[src/rtl/tlb_pkg.sv]
package tlb_pkg;
  typedef enum logic [1:0] {
    ST_MISS  = 2'd0,
    ST_HIT   = 2'd1,
    ST_FAULT = 2'd2
  } tlb_status_e;

  localparam int PERM_W = 4;
endpackage

[src/rtl/tlb_match_array.sv]
module tlb_match_array #(
  parameter int ENTRIES = 16,
  parameter int VPN_W   = 35
) (
  input  logic [VPN_W-1:0]          vpn,
  input  logic [VPN_W-1:0]          tags  [ENTRIES],
  input  logic [ENTRIES-1:0]        valid,
  input  logic [tlb_pkg::PERM_W-1:0] perms [ENTRIES],
  input  logic                      is_write,
  input  logic                      is_kernel,
  output logic [ENTRIES-1:0]        hit_vec,
  output logic [ENTRIES-1:0]        allow_vec
);
  // Every entry compares its tag and evaluates its permission in parallel.
  for (genvar g = 0; g < ENTRIES; g++) begin : g_ent
    assign hit_vec[g]   = valid[g] && (tags[g] == vpn);
    assign allow_vec[g] = perms[g][{is_kernel, is_write}];
  end
endmodule

[src/rtl/tlb_victim_sel.sv]
module tlb_victim_sel #(
  parameter int ENTRIES = 16,
  parameter int IDX_W   = 4
) (
  input  logic               clk,
  input  logic               rst_n,
  input  logic [ENTRIES-1:0] valid,
  input  logic               take,
  output logic [IDX_W-1:0]   victim
);
  logic [IDX_W-1:0] free_idx;
  logic [IDX_W-1:0] rr_q;
  logic             any_free;

  always_comb begin
    free_idx = '0;
    for (int i = ENTRIES - 1; i >= 0; i--) begin
      if (!valid[i]) free_idx = IDX_W'(i);
    end
  end

  assign any_free = ~&valid;
  assign victim   = any_free ? free_idx : rr_q;

  always_ff @(posedge clk) begin
    if (!rst_n) begin
      rr_q <= '0;
    end else if (take && !any_free) begin
      rr_q <= (rr_q == IDX_W'(ENTRIES - 1)) ? '0 : rr_q + 1'b1;
    end
  end

  // while any slot is empty the chosen slot is an empty one
  assert_free_first_R6: assert property (@(posedge clk) disable iff (!rst_n)
    any_free |-> !valid[victim]);
endmodule

[src/rtl/prot_tlb.sv]
module prot_tlb #(
  parameter int ENTRIES = 16,
  parameter int VPN_W   = 35,
  parameter int OFF_W   = 13,
  parameter int PFN_W   = 32
) (
  input  logic                     clk,
  input  logic                     rst_n,
  input  logic                     lk_valid,
  output logic                     lk_ready,
  input  logic [VPN_W+OFF_W-1:0]   lk_va,
  input  logic                     lk_write,
  input  logic                     lk_kernel,
  output logic                     rs_valid,
  input  logic                     rs_ready,
  output logic [1:0]               rs_status,
  output logic [PFN_W+OFF_W-1:0]   rs_pa,
  output logic                     rs_used,
  output logic                     rs_dirty,
  input  logic                     fl_valid,
  output logic                     fl_ready,
  input  logic [VPN_W-1:0]         fl_vpn,
  input  logic [PFN_W-1:0]         fl_pfn,
  input  logic [tlb_pkg::PERM_W-1:0] fl_perm,
  input  logic                     fl_dirty,
  input  logic                     inv_en,
  input  logic [VPN_W-1:0]         inv_vpn,
  input  logic                     inv_all
);
  import tlb_pkg::*;

  localparam int IDX_W = (ENTRIES > 1) ? $clog2(ENTRIES) : 1;
  localparam int PA_W  = PFN_W + OFF_W;

  logic [VPN_W-1:0]  tag_q  [ENTRIES];
  logic [PFN_W-1:0]  pfn_q  [ENTRIES];
  logic [PERM_W-1:0] perm_q [ENTRIES];
  logic [ENTRIES-1:0] valid_q, used_q, dirty_q;

  logic [VPN_W-1:0]   lk_vpn;
  logic [OFF_W-1:0]   lk_off;
  logic [ENTRIES-1:0] hit_vec, allow_vec, inv_hit;
  logic [IDX_W-1:0]   hit_idx, victim;
  logic               any_hit, hit_ok, lk_fire, fl_fire;

  assign lk_vpn   = lk_va[VPN_W+OFF_W-1:OFF_W];
  assign lk_off   = lk_va[OFF_W-1:0];
  assign lk_ready = !rs_valid || rs_ready;
  assign lk_fire  = lk_valid && lk_ready;
  assign fl_ready = !inv_en && !inv_all;
  assign fl_fire  = fl_valid && fl_ready;

  tlb_match_array #(.ENTRIES(ENTRIES), .VPN_W(VPN_W)) u_match (
    .vpn(lk_vpn), .tags(tag_q), .valid(valid_q), .perms(perm_q),
    .is_write(lk_write), .is_kernel(lk_kernel),
    .hit_vec(hit_vec), .allow_vec(allow_vec)
  );

  tlb_victim_sel #(.ENTRIES(ENTRIES), .IDX_W(IDX_W)) u_victim (
    .clk(clk), .rst_n(rst_n), .valid(valid_q), .take(fl_fire), .victim(victim)
  );

  // Single-entry invalidation compare, one comparator per entry.
  for (genvar g = 0; g < ENTRIES; g++) begin : g_inv
    assign inv_hit[g] = valid_q[g] && (tag_q[g] == inv_vpn);
  end

  always_comb begin
    hit_idx = '0;
    for (int i = ENTRIES - 1; i >= 0; i--) begin
      if (hit_vec[i]) hit_idx = IDX_W'(i);
    end
  end

  assign any_hit = |hit_vec;
  assign hit_ok  = any_hit && allow_vec[hit_idx];

  // Translation payload: written only by fills.
  always_ff @(posedge clk) begin
    if (fl_fire) begin
      tag_q[victim]  <= fl_vpn;
      pfn_q[victim]  <= fl_pfn;
      perm_q[victim] <= fl_perm;
    end
  end

  // Entry state flags; a fill overrides a same-edge flag update.
  always_ff @(posedge clk) begin
    if (!rst_n) begin
      valid_q <= '0;
      used_q  <= '0;
      dirty_q <= '0;
    end else begin
      if (lk_fire && any_hit) begin
        used_q[hit_idx] <= 1'b1;
        if (lk_write && hit_ok) dirty_q[hit_idx] <= 1'b1;
      end
      if (inv_all)     valid_q <= '0;
      else if (inv_en) valid_q <= valid_q & ~inv_hit;
      if (fl_fire) begin
        valid_q[victim] <= 1'b1;
        used_q[victim]  <= 1'b0;
        dirty_q[victim] <= fl_dirty;
      end
    end
  end

  // Registered result stage with back-pressure.
  always_ff @(posedge clk) begin
    if (!rst_n) begin
      rs_valid  <= 1'b0;
      rs_status <= ST_MISS;
      rs_pa     <= '0;
      rs_used   <= 1'b0;
      rs_dirty  <= 1'b0;
    end else if (lk_fire) begin
      rs_valid  <= 1'b1;
      rs_status <= !any_hit ? ST_MISS : (hit_ok ? ST_HIT : ST_FAULT);
      rs_pa     <= hit_ok ? {pfn_q[hit_idx], lk_off} : PA_W'(0);
      rs_used   <= any_hit && used_q[hit_idx];
      rs_dirty  <= any_hit && dirty_q[hit_idx];
    end else if (rs_ready) begin
      rs_valid  <= 1'b0;
    end
  end

  // a stalled result is held unchanged
  assert_hold_R10: assert property (@(posedge clk) disable iff (!rst_n)
    (rs_valid && !rs_ready) |=> (rs_valid && $stable(rs_pa) && $stable(rs_status)));

  // a request with no tag match reports a miss
  assert_miss_R1: assert property (@(posedge clk) disable iff (!rst_n)
    (lk_fire && !any_hit) |=> (rs_status == ST_MISS));

  // a match whose permission is denied reports a fault
  assert_fault_R3: assert property (@(posedge clk) disable iff (!rst_n)
    (lk_fire && any_hit && ((hit_vec & allow_vec) == '0)) |=> (rs_status == ST_FAULT));

  // a fill leaves its target slot valid
  assert_fill_lands_R6: assert property (@(posedge clk) disable iff (!rst_n)
    fl_fire |=> valid_q[$past(victim)]);

  // the matched entry is gone after invalidation
  assert_inv_one_R8: assert property (@(posedge clk) disable iff (!rst_n)
    (inv_en && !inv_all && !fl_fire) |=> ((valid_q & $past(inv_hit)) == '0));

  // a flush empties the table
  assert_flush_R9: assert property (@(posedge clk) disable iff (!rst_n)
    inv_all |=> (valid_q == '0));
endmodule

[config.mk]
export PLATFORM = sky130hd
export DESIGN_NAME = prot_tlb
export DESIGN_NICKNAME = d
export VERILOG_FILES = /design/src/rtl/tlb_pkg.sv /design/src/rtl/tlb_match_array.sv /design/src/rtl/tlb_victim_sel.sv /design/src/rtl/prot_tlb.sv
export SDC_FILE = /design/constraint.sdc
export NUM_CORES = 2
export LEC_CHECK = 0
export BUFFER_PORTS_ARGS = -buffer_cell sky130_fd_sc_hd__buf_2
export CORE_UTILIZATION = 46
export CTS_BUF_LIST = sky130_fd_sc_hd__clkbuf_8
export CTS_CLUSTER_DIAMETER = 50
export CTS_CLUSTER_SIZE = 40
export DETAILED_ROUTE_END_ITERATION = 7
export PLACE_DENSITY_LB_ADDON = 0.15
export RECOVER_POWER = 100
export SLEW_MARGIN = 20
export SYNTH_ARGS = -nofsm -noshare
export SYNTH_HDL_FRONTEND = slang
export SYNTH_SLANG_ARGS = --single-unit
[constraint.sdc]
create_clock -name clk -period 6.6 [get_ports clk]
set_clock_uncertainty 0.15 [all_clocks]
set_input_delay 1.65 -clock clk [delete_from_list [all_inputs] [get_ports clk]]
set_output_delay 1.65 -clock clk [all_outputs]
set_load 0.1 [all_outputs]
==> impl_metrics.yaml <==
logic_synthesis:
  netlist_area_um2: 57500
  synthFlopType: "edfxtp_1"
  yosys.cell_types.count: 77
  synth_top_area_share_pct: 59.4
  synthTopCellsByArea: "edfxtp_1, xnor2_1, xor2_1, dfxtp_1, nand4_1"
  synth_most_common_cell: "edfxtp_1"
  synth_cells: 4326
  synth_seq_area_share_pct: 62.9
  yosysWarnings: 0
  syn-num-nets: 4491
  synthTopCellsByCount: "edfxtp_1, xnor2_1, xor2_1, nand4_1, nand2_1"
  synth-edff-count: 1136
  synth_largest_area_cell: "edfxtp_1"
  synth.avg_cell_area_um2: 13.3
  ys_async_sr_fraction_pct: 0
  ys_ff_latch: 1238
place:
  place_inst: 6135
  port-buffer-count: 215
  gp_congestion: 0.998
  post_dp_cell_area_um2: 61700
  dp_hpwl_um: 152000
routing:
  vias: 41543
  wl_per_cell_um: 37.8
  drt_iter0_markers: 6205
  viasPerCell: 6.48
  dr.pass1.iters: 8
  route.detailed.drc: 54
  drt-total-wl_um: 242000
  postRouteAntennaNets: 0
clocking:
  clockRootBuffer: "clkbuf_8"
  cts_sinks: 1238
  cts_resized: 0
  clock_path_buffers: 3
  clk_pin_slew_ns: 0.10
  clkLatencyLatePin_ns: 0.90
  cts_tree: "done"
  post_cts_buffers: 0
  cts_buffers: 142
  ctsHtreeMaxLevel: 4
  cts_hold_buf: 0
cells_and_area:
  fin_cells: 6408
  layout-drive-gt1-share_pct: 12.0
  fin_nets: 4807
  fin_area_um2: 64700
  fin_util_pct: 52.3
  areaGrowthSynthToFinish_pct: 12.6
floorplanning:
  io_pins: 216
  initial_utilization_pct: 46.4
  die_w_um: 355
  coreArea_um2: 124000
  die_h_um: 355
  rows: 129
  die-area_um2: 126000
power:
  p_per_area_nw_per_um2: 248
  ir_drop_uv: 242
  p_leak_nw: 20.2
  power_w: 0.0160
flow_run:
  maxCapViolCount: 52
timing:
  slew_violations: 1170
  period_share_pct: 98.1
  worst_slew_margin_rel_pct: -89.3
  finalSetupViolCount: 0
  fmax_mhz: 154
  timing.final.crit_period_ns: 6.48
  fin_hold_ws_ns: 0.322
  grt_setup_unrepaired: "false"
  tightest_slew_ns: 2.83
  hold_viol: 0
critical_path:
  crit_arrival_ns: 7.10
  crit_path_frequent_cell: "nor2_1"
  critical_path.cell_chain: "clkbuf_1 > nor2_1 > nand2_1 > nor2_1 > nand2_1 > nor2_1 > clkbuf_2 > a21boi_0 > o31a_1"
  cp.required_ns: 7.23
  cpMaxStageDelayCell: "nor2_1"
  start_kind: "primary input"
  slowest_delay_ns: 2.09
  cp_max_fo: 19
  critPathKind: "in2reg"
  worstSetupEndpointType: "flop"
global_route:
  grt_max_degree: 63
  track_usage_pct: 38.0
  grt_first_pass_wirelength_um: 326000
  antenna_found_initial: 16
  grt.overflow.total: 0
  grt_pass1_vias: 39380
hold_path:
  hp-class: "reg2reg"
outcome:
  violations: "design-rule violations, max-capacitance violations, max-slew violations"
  status: "complete, but fails checks"
-- layout make-up --
type	instances	area (µm²)
antenna	11	27.5
sequential	1238	36200
tap	1637	2050
multi-input combinational	2804	20200
timing repair buffer	417	2840
clock buffer	152	2090
inverter	39	154
clock inverter	110	1220
fill	10672	59100
-- state kept, by name (all words and copies together) (netlist names) --
signal and flops:
perm_q 64, dirty_q 16, pfn_q 512, rs_dirty 1
rs_used 1, used_q 16, rs_status 2, rs_pa 45
tag_q 560, rs_valid 1, valid_q 16, u_victim.rr_q 4
-- per-layer routing --
metal  share of wire [%]  GRT usage, %  vias to the layer above
met2                  45          58.7                     2988
met4                 6.7          21.9                       14
li1                    -             -                    16867
met1                  37          49.0                    20918
met3                  11          8.86                      756
met5               0.040             0                        -
-- critical path, delay by kind of cell --
kind | cells | cell delay [ns]
compound gates | 2 | 0.28
buf+inv | 2 | 1.61
simple gates | 5 | 3.54
-- metrics by stage --
step,setup slack [ns],setup TNS [ns]
4_1_cts,0.899,0
3_3_place_gp,-0.0994,-1.30
3_5_place_dp,-0.0749,-0.572
5_1_grt,0.305,0
2_1_floorplan,-1.13,-374.82
6_report,0.124,0
-- where the power goes --
| group | internal [W] | leakage, nW | total [W] | switching [W] |
|---|---|---|---|---|
| sequential | 0.00857 | 11.0 | 0.00858 | 0.00000913 |
| combinational | 0.000326 | 7.49 | 0.00129 | 0.000969 |
| clock | 0.00292 | 1.68 | 0.00617 | 0.00325 |
| total | 0.0118 | 20.2 | 0.0160 | 0.00422 |
-- layout by cell type (no fill, tap or decap), types with 16 or more instances in the layout --
cell type      n
nor2_1       118
mux4_2        16
mux2i_1       39
or3_1         70
nor3b_1       23
nand4_1      311
a21boi_0      19
dfxtp_1      102
bufinv_16     16
edfxtp_1    1136
xnor2_1      650
o22ai_1       99
inv_1         50
nand2b_1      35
clkbuf_1     138
nor4_1       182
nor4b_1       32
inv_6         19
nand2_1      226
xor2_1       453
clkinvlp_4    19
buf_12        38
a21oi_1       24
o21ai_0      115
clkbuf_8     152
buf_2         92
nor3_1        40
o211ai_1      68
nand3_1       94
buf_4        138
-- cells by family (layout without fill, tap and decap cells) --
kind of cell / count (synthesis) / in the layout / share of synthesized area [%]
flip-flops: 1238 / 1238 / 62.9
AND/OR/NAND/NOR: 1200 / 1200 / 11.6
XOR/XNOR: 1105 / 1105 / 16.9
AO/OA/AOI/OAI: 443 / 443 / 5.18
buffers and inverters: 284 / 718 / 2.14
multiplexers: 55 / 55 / 1.31
adder cells (fa/ha/maj): 1 / 1 / 0.0218
other: 0 / 11 / 0
-- final timing paths --
| check | startpoint | to | slack, ns | cells past startpoint |
|---|---|---|---|---|
| hold / removal | rs_pa[33] | rs_pa[33] | 0.32 | 2 |
| hold reg to reg | rs_pa[33] | rs_pa[33] | 0.32 | 2 |
| setup / recovery | inv_all | dirty_q[14] | 0.12 | 9 |
| setup reg to reg | valid_q[15] | dirty_q[14] | 0.81 | 13 |
No activity file was read; power rests on OpenSTA's default activity.
